<file path="config.mk">
export PLATFORM = sky130hd
export DESIGN_NAME = rs485_dir_tx
export DESIGN_NICKNAME = d
export VERILOG_FILES = /design/src/rtl/rs485_pkg.sv /design/src/rtl/rs485_regs.sv /design/src/rtl/rs485_baud.sv /design/src/rtl/rs485_txeng.sv /design/src/rtl/rs485_dir_tx.sv
export SDC_FILE = /design/constraint.sdc
export NUM_CORES = 1
export LEC_CHECK = 0
export CAP_MARGIN = 10
export CORE_ASPECT_RATIO = 0.7
export CORE_MARGIN = 3
export CORE_UTILIZATION = 40
export CTS_CLUSTER_DIAMETER = 100
export CTS_CLUSTER_SIZE = 20
export DETAILED_ROUTE_END_ITERATION = 8
export HOLD_SLACK_MARGIN = 0.03
export SYNTH_ARGS = -nofsm -noshare
export SYNTH_HDL_FRONTEND = slang
export SYNTH_SLANG_ARGS = --single-unit
</file>
<file path="constraint.sdc">
create_clock -name clk -period 3.8 [get_ports clk]
set_input_delay 0.57 -clock clk [delete_from_list [all_inputs] [get_ports clk]]
set_output_delay 0.57 -clock clk [all_outputs]
set_load 0.02 [all_outputs]
</file>
<file path="src/rtl/rs485_pkg.sv">
package rs485_pkg;

    // register offsets
    localparam int ADR_TXDATA  = 'h00;
    localparam int ADR_DIVISOR = 'h08;
    localparam int ADR_MODE    = 'h20;

    // mode register bit positions
    localparam int MODE_EN_BIT   = 4;
    localparam int MODE_POL_BIT  = 3;
    localparam int MODE_OS13_BIT = 0;

    typedef enum logic [1:0] {
        TX_IDLE  = 2'd0,
        TX_SHIFT = 2'd1,
        TX_GUARD = 2'd2
    } tx_state_e;

endpackage

</file>
<file path="src/rtl/rs485_regs.sv">
module rs485_regs
    import rs485_pkg::*;
#(
    parameter int ADDR_W    = 6,
    parameter int DIV_W     = 16,
    parameter int DATA_BITS = 8
) (
    input  logic                 clk,
    input  logic                 rst_n,
    input  logic                 wr_en_i,
    input  logic [ADDR_W-1:0]    wr_addr_i,
    input  logic [DIV_W-1:0]     wr_data_i,
    output logic                 mode_en_o,
    output logic                 mode_pol_o,
    output logic                 mode_os13_o,
    output logic [DIV_W-1:0]     div_o,
    output logic                 thr_wr_o,
    output logic [DATA_BITS-1:0] thr_data_o
);

    typedef struct packed {
        logic             en;
        logic             pol;
        logic             os13;
        logic [DIV_W-1:0] div;
    } cfg_t;

    cfg_t cfg_d, cfg_q;

    logic hit_mode, hit_div, hit_data;

    always_comb begin
        hit_mode = wr_en_i && (wr_addr_i == ADDR_W'(ADR_MODE));
        hit_div  = wr_en_i && (wr_addr_i == ADDR_W'(ADR_DIVISOR));
        hit_data = wr_en_i && (wr_addr_i == ADDR_W'(ADR_TXDATA));

        cfg_d = cfg_q;
        if (hit_mode) begin
            cfg_d.en   = wr_data_i[MODE_EN_BIT];
            cfg_d.pol  = wr_data_i[MODE_POL_BIT];
            cfg_d.os13 = wr_data_i[MODE_OS13_BIT];
        end
        if (hit_div) begin
            cfg_d.div = wr_data_i;
        end
    end

    always_ff @(posedge clk or negedge rst_n) begin
        if (!rst_n) begin
            cfg_q <= '0;
        end else begin
            cfg_q <= cfg_d;
        end
    end

    assign mode_en_o   = cfg_q.en;
    assign mode_pol_o  = cfg_q.pol;
    assign mode_os13_o = cfg_q.os13;
    assign div_o       = cfg_q.div;
    assign thr_wr_o    = hit_data;
    assign thr_data_o  = wr_data_i[DATA_BITS-1:0];

endmodule

</file>
<file path="src/rtl/rs485_baud.sv">
module rs485_baud #(
    parameter int DIV_W  = 16,
    parameter int OS_HI  = 16,
    parameter int OS_LO  = 13
) (
    input  logic             clk,
    input  logic             rst_n,
    input  logic             run_i,
    input  logic             os13_i,
    input  logic [DIV_W-1:0] div_i,
    output logic             tick_o
);

    localparam int PRE_W = (OS_HI > 1) ? $clog2(OS_HI) : 1;

    typedef struct packed {
        logic [PRE_W-1:0] pre;
        logic [DIV_W-1:0] dv;
    } cnt_t;

    cnt_t cnt_d, cnt_q;

    logic [PRE_W-1:0] pre_last;
    logic             pre_wrap;
    logic             dv_wrap;

    always_comb begin
        pre_last = os13_i ? PRE_W'(OS_LO - 1) : PRE_W'(OS_HI - 1);
        pre_wrap = (cnt_q.pre >= pre_last);
        dv_wrap  = (cnt_q.dv >= (div_i - DIV_W'(1)));
        tick_o   = run_i && pre_wrap && dv_wrap;

        cnt_d = cnt_q;
        if (!run_i) begin
            // timer rests at zero so a fresh frame gets a full lead-in bit
            cnt_d = '0;
        end else if (pre_wrap) begin
            cnt_d.pre = '0;
            cnt_d.dv  = dv_wrap ? '0 : cnt_q.dv + DIV_W'(1);
        end else begin
            cnt_d.pre = cnt_q.pre + PRE_W'(1);
        end
    end

    always_ff @(posedge clk or negedge rst_n) begin
        if (!rst_n) begin
            cnt_q <= '0;
        end else begin
            cnt_q <= cnt_d;
        end
    end

endmodule

</file>
<file path="src/rtl/rs485_txeng.sv">
module rs485_txeng
    import rs485_pkg::*;
#(
    parameter int DATA_BITS  = 8,
    parameter int GUARD_BITS = 3
) (
    input  logic                 clk,
    input  logic                 rst_n,
    input  logic                 tick_i,
    input  logic                 div_nz_i,
    input  logic                 thr_wr_i,
    input  logic [DATA_BITS-1:0] thr_data_i,
    output logic                 txd_o,
    output logic                 line_busy_o,
    output logic                 idle_o
);

    localparam int FRAME_BITS = DATA_BITS + 2;
    localparam int CNT_W      = $clog2(FRAME_BITS);
    localparam int GRD_W      = $clog2(GUARD_BITS + 1);
    localparam logic [CNT_W-1:0] LAST_BIT   = CNT_W'(FRAME_BITS - 1);
    localparam logic [GRD_W-1:0] GUARD_INIT = GRD_W'(GUARD_BITS);

    typedef struct packed {
        tx_state_e               state;
        logic [DATA_BITS-1:0]    hold;
        logic                    hold_full;
        logic [FRAME_BITS-1:0]   shreg;
        logic [CNT_W-1:0]        bitcnt;
        logic [GRD_W-1:0]        guard;
    } eng_t;

    eng_t eng_d, eng_q;
    logic take;

    always_comb begin
        eng_d = eng_q;
        take  = 1'b0;

        if (thr_wr_i && !eng_q.hold_full) begin
            eng_d.hold_full = 1'b1;
            eng_d.hold      = thr_data_i;
        end

        if (tick_i) begin
            unique case (eng_q.state)
                TX_IDLE: begin
                    take = eng_q.hold_full;
                end
                TX_SHIFT: begin
                    if (eng_q.bitcnt == LAST_BIT) begin
                        if (eng_q.hold_full) begin
                            take = 1'b1;
                        end else begin
                            eng_d.state = TX_GUARD;
                            eng_d.guard = GUARD_INIT;
                        end
                    end else begin
                        eng_d.shreg  = {1'b1, eng_q.shreg[FRAME_BITS-1:1]};
                        eng_d.bitcnt = eng_q.bitcnt + CNT_W'(1);
                    end
                end
                TX_GUARD: begin
                    if (eng_q.hold_full) begin
                        take = 1'b1;
                    end else if (eng_q.guard <= GRD_W'(1)) begin
                        eng_d.state = TX_IDLE;
                        eng_d.guard = '0;
                    end else begin
                        eng_d.guard = eng_q.guard - GRD_W'(1);
                    end
                end
                default: begin
                    eng_d.state = TX_IDLE;
                end
            endcase
        end

        if (take) begin
            eng_d.state     = TX_SHIFT;
            eng_d.shreg     = {1'b1, eng_q.hold, 1'b0};
            eng_d.bitcnt    = '0;
            eng_d.hold_full = 1'b0;
            eng_d.guard     = '0;
        end
    end

    always_ff @(posedge clk or negedge rst_n) begin
        if (!rst_n) begin
            eng_q <= '0;
        end else begin
            eng_q <= eng_d;
        end
    end

    assign txd_o       = (eng_q.state == TX_SHIFT) ? eng_q.shreg[0] : 1'b1;
    assign line_busy_o = div_nz_i && (eng_q.hold_full || (eng_q.state != TX_IDLE));
    assign idle_o      = !eng_q.hold_full && (eng_q.state == TX_IDLE);

endmodule

</file>
<file path="src/rtl/rs485_dir_tx.sv">
module rs485_dir_tx #(
    parameter int ADDR_W     = 6,
    parameter int DIV_W      = 16,
    parameter int DATA_BITS  = 8,
    parameter int GUARD_BITS = 3,
    parameter int OS_HI      = 16,
    parameter int OS_LO      = 13
) (
    input  logic              clk,
    input  logic              rst_n,
    input  logic              wr_en_i,
    input  logic [ADDR_W-1:0] wr_addr_i,
    input  logic [DIV_W-1:0]  wr_data_i,
    input  logic              mcr_rts_i,
    output logic              txd_o,
    output logic              rts_o,
    output logic              tx_idle_o
);

    logic                 mode_en;
    logic                 mode_pol;
    logic                 mode_os13;
    logic [DIV_W-1:0]     div_val;
    logic                 div_zero;
    logic                 thr_wr;
    logic [DATA_BITS-1:0] thr_data;
    logic                 bit_tick;
    logic                 dir_active;

    rs485_regs #(
        .ADDR_W    (ADDR_W),
        .DIV_W     (DIV_W),
        .DATA_BITS (DATA_BITS)
    ) u_regs (
        .clk         (clk),
        .rst_n       (rst_n),
        .wr_en_i     (wr_en_i),
        .wr_addr_i   (wr_addr_i),
        .wr_data_i   (wr_data_i),
        .mode_en_o   (mode_en),
        .mode_pol_o  (mode_pol),
        .mode_os13_o (mode_os13),
        .div_o       (div_val),
        .thr_wr_o    (thr_wr),
        .thr_data_o  (thr_data)
    );

    assign div_zero = (div_val == '0);

    rs485_baud #(
        .DIV_W (DIV_W),
        .OS_HI (OS_HI),
        .OS_LO (OS_LO)
    ) u_baud (
        .clk    (clk),
        .rst_n  (rst_n),
        .run_i  (dir_active),
        .os13_i (mode_os13),
        .div_i  (div_val),
        .tick_o (bit_tick)
    );

    rs485_txeng #(
        .DATA_BITS  (DATA_BITS),
        .GUARD_BITS (GUARD_BITS)
    ) u_eng (
        .clk         (clk),
        .rst_n       (rst_n),
        .tick_i      (bit_tick),
        .div_nz_i    (!div_zero),
        .thr_wr_i    (thr_wr),
        .thr_data_i  (thr_data),
        .txd_o       (txd_o),
        .line_busy_o (dir_active),
        .idle_o      (tx_idle_o)
    );

    // polarity 0: low while sending; polarity 1: high while sending
    assign rts_o = mode_en ? (dir_active ? mode_pol : !mode_pol) : mcr_rts_i;

endmodule

</file>
==> metrics.md <==
| Metric | Value |
|---|---|
| Die Y | 88.7 um |
| Final setup viols | 0 |
| Post-synth EDFFs | 0 |
| CP required | 4050 ps |
| WS Path Type | flop to flop |
| Count of pins over their slew limit | 0 |
| Routed WL per cell | 16.3 um |
| Final std cells w/o fill | 543 |
| CP endpoint kind | flop |
| Vias | 2,986 |
| Die ar. | 11,000 sq um |
| Total GRT Usage | 0.171 |
| Final hold violations | 0 |
| Layout cells sized above 1 | 0.179 |
| Total I/O pin count | 29 |
| Crit. path cell count | 15 |
| Gate Count Post-Synth | 373 |
| Actual slew at the worst max-slew pin | 915 ps |
| Final period util | 0.952 |
| GRT overflow | 0 |
| Most frequent cells in the layout | 66 x dfrtp_1, 29 x mux2_2, 27 x ha_1, 27 x clkdlybuf4s50_1, 23 x nand2_1 |
| Final worst setup slack | 184 ps |
| Via/cell ratio | 5.50 |
| Fillers | 859 |
| DP Cell Count | 524 |
| Worst min path class | input pin to async pin |
| Synth Flop Type | dfrtp_1 |
| Setup crit start kind | flop |
| LEAKAGE | 2.10 nW |
| Initial antenna violation count | 0 |
| Die X | 124 um |
| CP Launch Point | u_regs.div_o[0] |
| Mapped cell area | 3910 sq um |
| Slew headroom | 0.390 |
| Root Buffer | clkbuf_16 |
| Max Fclk | 277 MHz |
| Critical R2R Launch | u_regs.div_o[0] |
| YS warnings | 0 |
| Buf+Inv Stages, Crit Path | 2 |
| Worst vdd ir | 0.295 mV |
| Synthesized area per cell | 10.5 sq um |
| Minimum period implied by the final worst setup slack | 3620 ps |
| Detailed Route Iter0 Violations | 171 |
| Max clock buf depth | 2 |
| Commonest non-fill, non-tap cell in the layout | dfrtp_1 |
| Clk slew on worst S/H paths | 60 ps |
| Max Cap Violations | 0 |
| R2R Setup Slk | 180 ps |
| Largest net degree at the start of global routing | 41 |
| Multi-input gate area | 2160 sq um |
| Largest fanout on the critical path | 6 |
| Starting density of the core | 0.421 |
| Routed length on met2 | 3.65 mm |
| CTS sink cnt | 66 |
| Met3 routed WL | 358 um |
| Status | finished clean |
| Ranking of synthesized cells by area | dfrtp_1 42%, ha_1 9.0%, mux2_2 8.3%, xnor2_1 2.7%, a21oi_1 2.3% |
| Clock skew | 10.3 ps |
| DRC | 0 |
| First-pass GRT wire length | 14.4 mm |
| Num CTS Buffers | 9 |
| FF+latch area | 1650 sq um |
| Sequential-to-total area share from yosys stat | 0.422 |
| Pwr dens | 451 nW/um^2 |
| Yosys cell types | 55 |
| PortBufs | 28 |
| Post-Synth Simple-Gate Area | 0.170 |
| Post-Syn Nets | 427 |
| Complex-gate fraction of the synthesized area | 0.133 |
| WHS | 373 ps |
| Synth Area in XOR/XNOR | 0.0425 |
| Hold_buf cts | 0 |
| Final nets | 468 |
| Drt pass-1 iters | 4 |
| # diodes | 0 |
| Final GP Congestion | 0.837 |
| Crit path DAT | 3870 ps |
| # rows | 29 |
| Met1 Wirelength | 4.72 mm |
| WL final | 8.86 mm |
| Seq cells post-synth | 66 |
| CTS tree | built |
| Slowest stage cell on the critical path | or4_1 |
| Adder-Cell Fraction of Synth Area | 0.0896 |
| Worst path cell trace | inv_1 > ha_2 > nand2_1 > or2_2 > nor4_2 > nor3b_2 > xnor2_1 > ha_1 > and4_1 > nand3_1 > a221o_1 > nand4b_1 > buf_4 > or4_1 > o21ai_0 |
| Top sig layer | met4 |
| Largest family of logic cells by synthesized area | simple AND/OR/NAND/NOR gates |
| Mux cell area share after synthesis | 0.109 |
| Area share of the largest cell type after synthesis | 0.422 |
| Htree depth | 3 |
| CP max stage delay | 480 ps |
| HPWL Detailed | 6.40 mm |
| Clk_lat worst skew | 340 ps |
| Share of flip-flops with an asynchronous set or reset | 1.00 |
| Post-DRT Antenna Nets | 0 |
| Pre-CTS WS | 35.1 ps |
| Vias in the first global route | 2,764 |
| Core Area | 9290 sq um |
| Area leader, netlist | dfrtp_1 |
| Critical path's top delay family | simple AND/OR/NAND/NOR gates |
| Worst r2r path cells | 15 |
| P&R area growth vs syn | 20.9% |
-- where the power goes --
part | internal [mW] | switching, mW | leakage, nW
combinational | 0.207 | 0.221 | 1.04
clock | 0.580 | 0.327 | 0.160
sequential | 0.748 | 0.0487 | 0.901
-- stage by stage --
step,area (sq um),TNS [ps],power [mW],utilization
floorplan,3910,0,1.09,-
global placement,4350,0,1.22,0.468
detailed placement,4350,0,1.23,0.468
CTS,4670,0,2.15,0.503
global route,4730,-155,2.24,0.509
finish,4730,0,2.13,0.509
-- sequential cells by signal, indices dropped and copies added, names as in the netlist --
register,flops
u_regs.mode_en_o,1
u_regs.div_o,16
u_eng.eng_q,27
u_regs.mode_os13_o,1
u_baud.cnt_q,20
u_regs.mode_pol_o,1
-- metal layers --
metal,track usage,up-vias
met5,0,-
met4,0.0467,0
met3,0.0460,15
met2,0.234,57
met1,0.262,1444
li1,-,1470
-- worst reg2reg max path, cell delays in order, from the launching register on --
cell	delay, ps
dfrtp_1	400
inv_1	120
ha_2	200
nand2_1	70
or2_2	320
nor4_2	260
nor3b_2	230
xnor2_1	160
ha_1	270
and4_1	210
nand3_1	80
a221o_1	120
nand4b_1	270
buf_4	260
or4_1	490
o21ai_0	80
-- cells in the mapped netlist (2+ instances only) --
cell type,number
dfrtp_1,66
mux2_2,29
ha_1,28
nand2_1,23
a21oi_1,18
nor2_1,17
inv_1,16
o21ai_0,15
a31oi_1,13
nand3_1,13
xnor2_1,12
nor3_1,10
mux2i_1,9
and2_1,7
o31ai_1,7
xor2_1,7
a22o_1,6
buf_2,5
nand2b_1,5
nand4_1,5
nor4_1,5
a221o_1,4
nor2b_1,4
or4_1,4
a31o_1,3
and4_1,3
or3_1,3
a211o_1,2
and3_1,2
buf_4,2
buf_6,2
clkbuf_1,2
nand4b_1,2
o41ai_1,2
or2_2,2
-- cells by family after synthesis --
family	count (synthesis)
buf+inv	27
simple gates	116
fa+ha+maj	28
xor+xnor	19
flops	66
compound gates	78
mux	39
-- final timing paths --
check                                        end
worst max-delay path            u_baud.cnt_q[11]
max in group asynchronous        u_regs.div_o[4]
worst max register to register  u_baud.cnt_q[11]
worst min-delay path            u_baud.cnt_q[10]
min in group clk                 u_eng.eng_q[15]
worst min register to register   u_eng.eng_q[15]
-- layout make-up --
type | count | share of cell area
tap | 124 | 0.0328
sequential | 66 | 0.349
inverter | 16 | 0.0127
clock buffer | 9 | 0.0476
timing repair buffer | 41 | 0.0796
multi-input combinational | 280 | 0.457
clock inverter | 7 | 0.0212
-- repair_timing --
item                                    in CTS  in global routing
endpoints found under the setup margin       0                 20
setup buffers                                0                  3
gates resized for setup                      0                  8
No activity file was read; power rests on OpenSTA's default activity.
